## config.mk

```make
export PLATFORM = sky130hd
export DESIGN_NAME = bank_xlat
export DESIGN_NICKNAME = d
export VERILOG_FILES = /design/src/rtl/bank_xlat_pkg.sv /design/src/rtl/prg_window_sel.sv /design/src/rtl/chr_half_sel.sv /design/src/rtl/phys_addr_reg.sv /design/src/rtl/bank_xlat.sv
export SDC_FILE = /design/constraint.sdc
export NUM_CORES = 1
export LEC_CHECK = 0
export BUFFER_PORTS_ARGS = -buffer_cell sky130_fd_sc_hd__buf_2
export CORE_MARGIN = 2
export CORE_UTILIZATION = 37
export CTS_CLUSTER_DIAMETER = 120
export DETAILED_ROUTE_END_ITERATION = 6
export PLACE_DENSITY_LB_ADDON = 0.1
export SLEW_MARGIN = 40
export SYNTH_ARGS = -nofsm -noshare
export SYNTH_HDL_FRONTEND = slang
export SYNTH_SLANG_ARGS = --single-unit
```

## constraint.sdc

```tcl
create_clock -name clk -period 0.8 [get_ports clk]
set_input_delay 0.12 -clock clk [delete_from_list [all_inputs] [get_ports clk]]
set_output_delay 0.12 -clock clk [all_outputs]
set_load 0.005 [all_outputs]
```

## src/rtl/bank_xlat_pkg.sv

```systemverilog
package bank_xlat_pkg;
  localparam int PRG_OFS_W = 14;
  localparam int CHR_OFS_W = 12;

  typedef enum logic {PRG_PAIRED = 1'b0, PRG_SINGLE = 1'b1} prg_mode_e;
  typedef enum logic {FIX_LOW = 1'b0, FIX_HIGH = 1'b1} prg_fix_e;
  typedef enum logic {CHR_PAIRED = 1'b0, CHR_SPLIT = 1'b1} chr_mode_e;
endpackage

```

## src/rtl/prg_window_sel.sv

```systemverilog
module prg_window_sel
  import bank_xlat_pkg::*;
#(
  parameter int BW = 4
) (
  input  prg_mode_e         mode,
  input  prg_fix_e          fix,
  input  logic [BW-1:0]     bank,
  input  logic              hi_win,
  output logic [BW-1:0]     sel
);
  always_comb begin
    sel = bank;
    unique case (mode)
      PRG_PAIRED: sel = {bank[BW-1:1], hi_win};
      PRG_SINGLE: begin
        if (fix == FIX_LOW) sel = hi_win ? bank : '0;
        else                sel = hi_win ? '1 : bank;
      end
      default: sel = bank;
    endcase
  end
endmodule

```

## src/rtl/chr_half_sel.sv

```systemverilog
module chr_half_sel
  import bank_xlat_pkg::*;
#(
  parameter int BW = 5
) (
  input  chr_mode_e         mode,
  input  logic [BW-1:0]     bank_a,
  input  logic [BW-1:0]     bank_b,
  input  logic              hi_half,
  output logic [BW-1:0]     sel
);
  always_comb begin
    sel = bank_a;
    unique case (mode)
      CHR_PAIRED: sel = {bank_a[BW-1:1], hi_half};
      CHR_SPLIT:  sel = hi_half ? bank_b : bank_a;
      default:    sel = bank_a;
    endcase
  end
endmodule

```

## src/rtl/phys_addr_reg.sv

```systemverilog
module phys_addr_reg #(
  parameter int BW    = 4,
  parameter int OFS_W = 14,
  parameter int MASK  = 7
) (
  input  logic                  clk,
  input  logic                  rst,
  input  logic [BW-1:0]         bank,
  input  logic [OFS_W-1:0]      ofs,
  output logic [BW+OFS_W-1:0]   phys
);
  localparam logic [BW-1:0] MASK_V = MASK[BW-1:0];

  always_ff @(posedge clk) begin
    if (rst) phys <= '0;
    else     phys <= {bank & MASK_V, ofs};
  end
endmodule

```

## src/rtl/bank_xlat.sv

```systemverilog
module bank_xlat
  import bank_xlat_pkg::*;
#(
  parameter int PRG_BANK_W = 4,
  parameter int CHR_BANK_W = 5,
  parameter int PRG_MASK   = 7,
  parameter int CHR_MASK   = 15,
  localparam int PRG_PA_W  = PRG_BANK_W + PRG_OFS_W,
  localparam int CHR_PA_W  = CHR_BANK_W + CHR_OFS_W
) (
  input  logic                   clk,
  input  logic                   rst,
  input  logic [PRG_OFS_W:0]     cpu_addr,
  input  logic [CHR_OFS_W:0]     ppu_addr,
  input  logic                   prg_mode,
  input  logic                   prg_fix_high,
  input  logic                   chr_split,
  input  logic [PRG_BANK_W-1:0]  prg_bank,
  input  logic [CHR_BANK_W-1:0]  chr_sel_a,
  input  logic [CHR_BANK_W-1:0]  chr_sel_b,
  output logic [PRG_PA_W-1:0]    prg_phys,
  output logic [CHR_PA_W-1:0]    chr_phys
);
  localparam logic [PRG_BANK_W-1:0] PRG_MASK_V = PRG_MASK[PRG_BANK_W-1:0];
  localparam logic [CHR_BANK_W-1:0] CHR_MASK_V = CHR_MASK[CHR_BANK_W-1:0];

  logic [PRG_BANK_W-1:0] prg_sel;
  logic [CHR_BANK_W-1:0] chr_sel;

  prg_window_sel #(.BW(PRG_BANK_W)) u_prg_sel (
    .mode   (prg_mode_e'(prg_mode)),
    .fix    (prg_fix_e'(prg_fix_high)),
    .bank   (prg_bank),
    .hi_win (cpu_addr[PRG_OFS_W]),
    .sel    (prg_sel)
  );

  chr_half_sel #(.BW(CHR_BANK_W)) u_chr_sel (
    .mode    (chr_mode_e'(chr_split)),
    .bank_a  (chr_sel_a),
    .bank_b  (chr_sel_b),
    .hi_half (ppu_addr[CHR_OFS_W]),
    .sel     (chr_sel)
  );

  phys_addr_reg #(.BW(PRG_BANK_W), .OFS_W(PRG_OFS_W), .MASK(PRG_MASK)) u_prg_reg (
    .clk  (clk),
    .rst  (rst),
    .bank (prg_sel),
    .ofs  (cpu_addr[PRG_OFS_W-1:0]),
    .phys (prg_phys)
  );

  phys_addr_reg #(.BW(CHR_BANK_W), .OFS_W(CHR_OFS_W), .MASK(CHR_MASK)) u_chr_reg (
    .clk  (clk),
    .rst  (rst),
    .bank (chr_sel),
    .ofs  (ppu_addr[CHR_OFS_W-1:0]),
    .phys (chr_phys)
  );


  prg_offset_chk: assert property (@(posedge clk) disable iff (rst)
    !$past(rst) |-> prg_phys[PRG_OFS_W-1:0] == $past(cpu_addr[PRG_OFS_W-1:0]));


  prg_fixed_top_chk: assert property (@(posedge clk) disable iff (rst)
    (!$past(rst) && $past(prg_mode) && $past(prg_fix_high) && $past(cpu_addr[PRG_OFS_W]))
    |-> prg_phys[PRG_PA_W-1:PRG_OFS_W] == PRG_MASK_V);


  prg_fixed_low_chk: assert property (@(posedge clk) disable iff (rst)
    (!$past(rst) && $past(prg_mode) && !$past(prg_fix_high) && !$past(cpu_addr[PRG_OFS_W]))
    |-> prg_phys[PRG_PA_W-1:PRG_OFS_W] == '0);


  prg_mask_chk: assert property (@(posedge clk) disable iff (rst)
    (prg_phys[PRG_PA_W-1:PRG_OFS_W] & ~PRG_MASK_V) == '0);


  chr_mask_chk: assert property (@(posedge clk) disable iff (rst)
    (chr_phys[CHR_PA_W-1:CHR_OFS_W] & ~CHR_MASK_V) == '0);


  chr_pair_chk: assert property (@(posedge clk) disable iff (rst)
    (!$past(rst) && !$past(chr_split) && CHR_MASK_V[0])
    |-> chr_phys[CHR_OFS_W] == $past(ppu_addr[CHR_OFS_W]));
endmodule

```

# Word-level counts from Yosys, hierarchy flattened
# Cells that the tools add are included.
# totals
latchBits,0
ram_bits,0
regBits,35
elab_cells,12
romBits,0
output_inout_bits,35
n_memories,0
# classes
mul,0
magnitude_cmp,0
reduce_logical,0
div_mod_pow,0
bitwise_logic,2
shifts,0
n_eq_ne,0
n_mux,6
add_sub_neg,0
# ops
cell,count
3-bit two-way mux,3
4-bit one-hot mux with 2 select lines,1
3-bit one-hot mux with 2 select lines,1
4-bit two-way mux,1
1-bit NOT,2

# Depth between registers and ports, before layout
# depth
ltp_word,3
depth_mapped,3

# Hierarchy
# Synthesis repeated with hierarchy kept, for this count alone.
# hier_totals
hier_cells,95
hier_area_um2,1133.6
# by_module_without_submodules
module,seq_area_each_um2,area_each_um2,cells_per_inst,instances
phys_addr_reg (u_prg_reg),340.3,486.7,37,1
phys_addr_reg (u_chr_reg),320.3,475.5,35,1
prg_window_sel,0.0,90.1,15,1
chr_half_sel,0.0,81.3,8,1

# Least setup slack after synthesis
# No wires, ideal clock.
# synth_path
path_type,input -> register
start,input prg_mode
end,register u_prg_reg.phys[15]
arrival_ps,480
setup_slack_ps,203
required_time_ps,683
stages,3
setup_time_ps,117
cell_sequence,a21o_1 > a22oi_1 > nor2_1
# synth_via
elab_chain_len,2
# synth_lines
item,line_no,rtl
start: declaration,bank_xlat.sv:15,"input logic prg_mode,"
1-bit NOT,prg_window_sel.sv:14,unique case (mode)
3-bit one-hot mux with 2 select lines *,prg_window_sel.sv:14,
end signal: assignment,phys_addr_reg.sv:16,"else phys <= {bank & MASK_V, ofs};"
end: declaration,phys_addr_reg.sv:10,output logic [BW+OFS_W-1:0] phys
# Mark *: on every way between the ends. The rest lies on a longest branch, timed or not.
# A chain may end at the register's enable or synchronous reset.

# Worst setup path in the final report
# layout_path
start,register u_prg_reg.phys[14]
end,output prg_phys[14]
# layout_lines
item,line_no,rtl
end: declaration,bank_xlat.sv:21,"output logic [PRG_PA_W-1:0] prg_phys,"
# No word-level cell between the ends.

==> impl_metrics.py <==
metrics = {
    "outcome": {
        "status": "finished, violations left",
        "violations": "setup timing",
    },
    "placed_design": {
        "place.gp.congestion": 0.619,
        "post_dp_cell_area_um2": 1410,
        "hpwlAfterDp_um": 1450,
        "port_buffers": 76,
        "pre_cts_ws_ns": 0.0300,
    },
    "cts": {
        "htreeDepth": 2,
        "clock_sinks": 33,
        "cts_buffers": 5,
        "cts_setup_buffers": 0,
        "clk_pin_slew_worst_paths_ns": 0.10,
        "clk_path_buf_depth": 2,
        "cts_tree": "done",
        "cts_root_buf": "clkbuf_4",
    },
    "final_layout": {
        "area_growth_pct": 72.5,
        "num_antenna_cells": 0,
        "fillers": 204,
        "final_common_cell": "buf_2",
        "layout_common_cells": "70 x buf_2, 26 x nor2b_1, 24 x dfxtp_1, 19 x dlygate4sd3_1, 9 x dfxtp_2",
        "drive_above_1_share_pct": 50.3,
        "nets": 237,
        "fin_area_um2": 1720,
    },
    "logic_synthesis": {
        "synth_top_family_by_area": "simple AND/OR/NAND/NOR gates",
        "avgSynthCellArea_um2": 10.9,
        "syn_area_um2": 995,
        "ys_seq_elements": 33,
        "synth_cell_types": 16,
        "postSynthCellCount": 91,
        "muxShareOfSynthArea_pct": 0,
        "ys_seq_area_share_pct": 66.4,
        "yosysWarnings": 0,
        "synth_top_area_cell": "dfxtp_1",
        "ys_top_cells_by_area": "dfxtp_1 66%, nor2b_1 16%, a21oi_1 2.5%",
        "synthSimpleGateAreaFrac_pct": 21.9,
        "synth_xor_area_share_pct": 0,
        "synthAdderAreaFrac_pct": 0,
        "synth_top_area_share_pct": 66.4,
        "synth_compound_area_share_pct": 7.55,
    },
    "power": {
        "leakage_nw": 0.873,
        "power_density_nw_per_um2": 1870,
        "power.total_mw": 3.21,
        "ir_drop_v": 0.00151,
    },
    "min_path": {
        "min_path_type": "input pin to register",
    },
    "critical_path": {
        "crit_type": "register to output pin",
        "slowest_stage": "dfxtp_2",
        "max_stage_delay_ns": 0.32,
        "timing.critical_path.to_type": "output pin",
        "crit_required_ns": 0.68,
        "crit_fanout": 1,
        "arrival_ns": 0.76,
        "cpLargestDelayFamily": "flip-flops",
        "path_buf_inv": 1,
        "crit_chain": "buf_2",
        "startpoint_type": "register",
    },
    "sta": {
        "hold_viol": 0,
        "maxSlewViolCount": 0,
        "rsz0062_at_grt": "true",
        "fmax_mhz": 1140,
        "final.period_utilization_pct": 109,
        "final_critical_path_setup_slack_ns": -0.0753,
        "post-route-min-period_ns": 0.875,
        "setup_violations": 33,
    },
    "floorplanning": {
        "design.core.area_um2": 2520,
        "dieArea_um2": 3120,
        "boundaryPins": 82,
        "row_count": 18,
        "dieHeight_um": 55.9,
        "start_util_pct": 39.4,
        "dieWidth_um": 55.9,
    },
    "detailed_routing": {
        "drtPass1Iterations": 4,
        "drt_wl_total_um": 2240,
        "drt_iter0_markers": 13,
        "drcViolationCount": 0,
        "vias_per_cell": 4.24,
        "wl_per_cell_um": 10.1,
        "ant_nets": 0,
        "num_vias": 938,
    },
    "global_route": {
        "grt_remaining_overflow": 0,
        "grt_usage_pct": 15.2,
        "grt_pass1_vias": 860,
        "grt_max_degree": 34,
        "antenna_found_initial": 0,
        "grt_pass1_wl_um": 3580,
    },
    "flow_run": {
        "maxCapViolCount": 0,
    },
}
-- metal layers --
metal / vias to the layer above / routed length (um) / GRT usage, %
met4: 0 / 35 / 8.16
li1: 484 / - / -
met5: - / 0 / 0
met3: 4 / 215 / 6.28
met1: 403 / 758 / 13.8
met2: 47 / 1230 / 28.2
-- cell families (layout without fill, tap and decap cells) --
logic type / count (synthesis) / in the layout
AND/OR/NAND/NOR: 38 / 38
flip-flops: 33 / 33
AO/OA/AOI/OAI: 12 / 12
other: 1 / 2
buffers and inverters: 7 / 106
-- path summary, 6_finish.rpt --
check                     startpoint                end  slack [ns]  depth (start not counted)
setup / recovery  u_prg_reg.phys[14]       prg_phys[14]       -0.08                          1
hold / removal           ppu_addr[9]  u_chr_reg.phys[9]        0.01                          2
-- synthesized netlist by cell type, drive strengths merged --
cell type,count
inv,2
buf,5
nand2,5
a22oi,2
nand3,3
nor2b,26
nor2,2
nand3b,1
a21oi,5
nand2b,1
dfxtp,33
a21o,3
o21ai,2
conb,1
-- sequential cells by signal (all words and copies together) (netlist names) --
name and count:
u_chr_reg.phys 16, u_prg_reg.phys 17
-- stage by stage --
stage	TNS [ns]	instances	hold WS, ns	util (%)
4_1_cts	-2.76	221	0.00165	66.1
2_1_floorplan	0	92	0.192	-
5_1_grt	-3.64	221	0.00344	68.0
3_3_place_gp	0	194	0.326	55.8
3_5_place_dp	0	194	0.334	55.8
6_report	-1.98	221	0.0146	68.0
-- where the power goes --
group          internal [mW]  switching, mW  leakage, nW
logic                  0.281          0.153        0.554
registers               1.74         0.0233        0.277
clock network          0.509          0.503       0.0413
-- cell type report --
type | count | area, um2 | share of cell area (%)
clock buffers | 7 | 65.1 | 3.79
clock inverters | 1 | 5.00 | 0.292
inverters | 2 | 7.51 | 0.438
multi-input cells | 52 | 300 | 17.5
flip-flops and latches | 33 | 672 | 39.2
well taps | 30 | 37.5 | 2.19
repair buffers | 96 | 628 | 36.6
-- what timing repair did --
item	4_1_cts	5_1_grt
setup endpoints to repair	33	33
hold buffers	19	0
pin swaps	0	0
resized for setup	1	14
hold endpoints to repair	19	0
No activity file was read; power rests on OpenSTA's default activity.
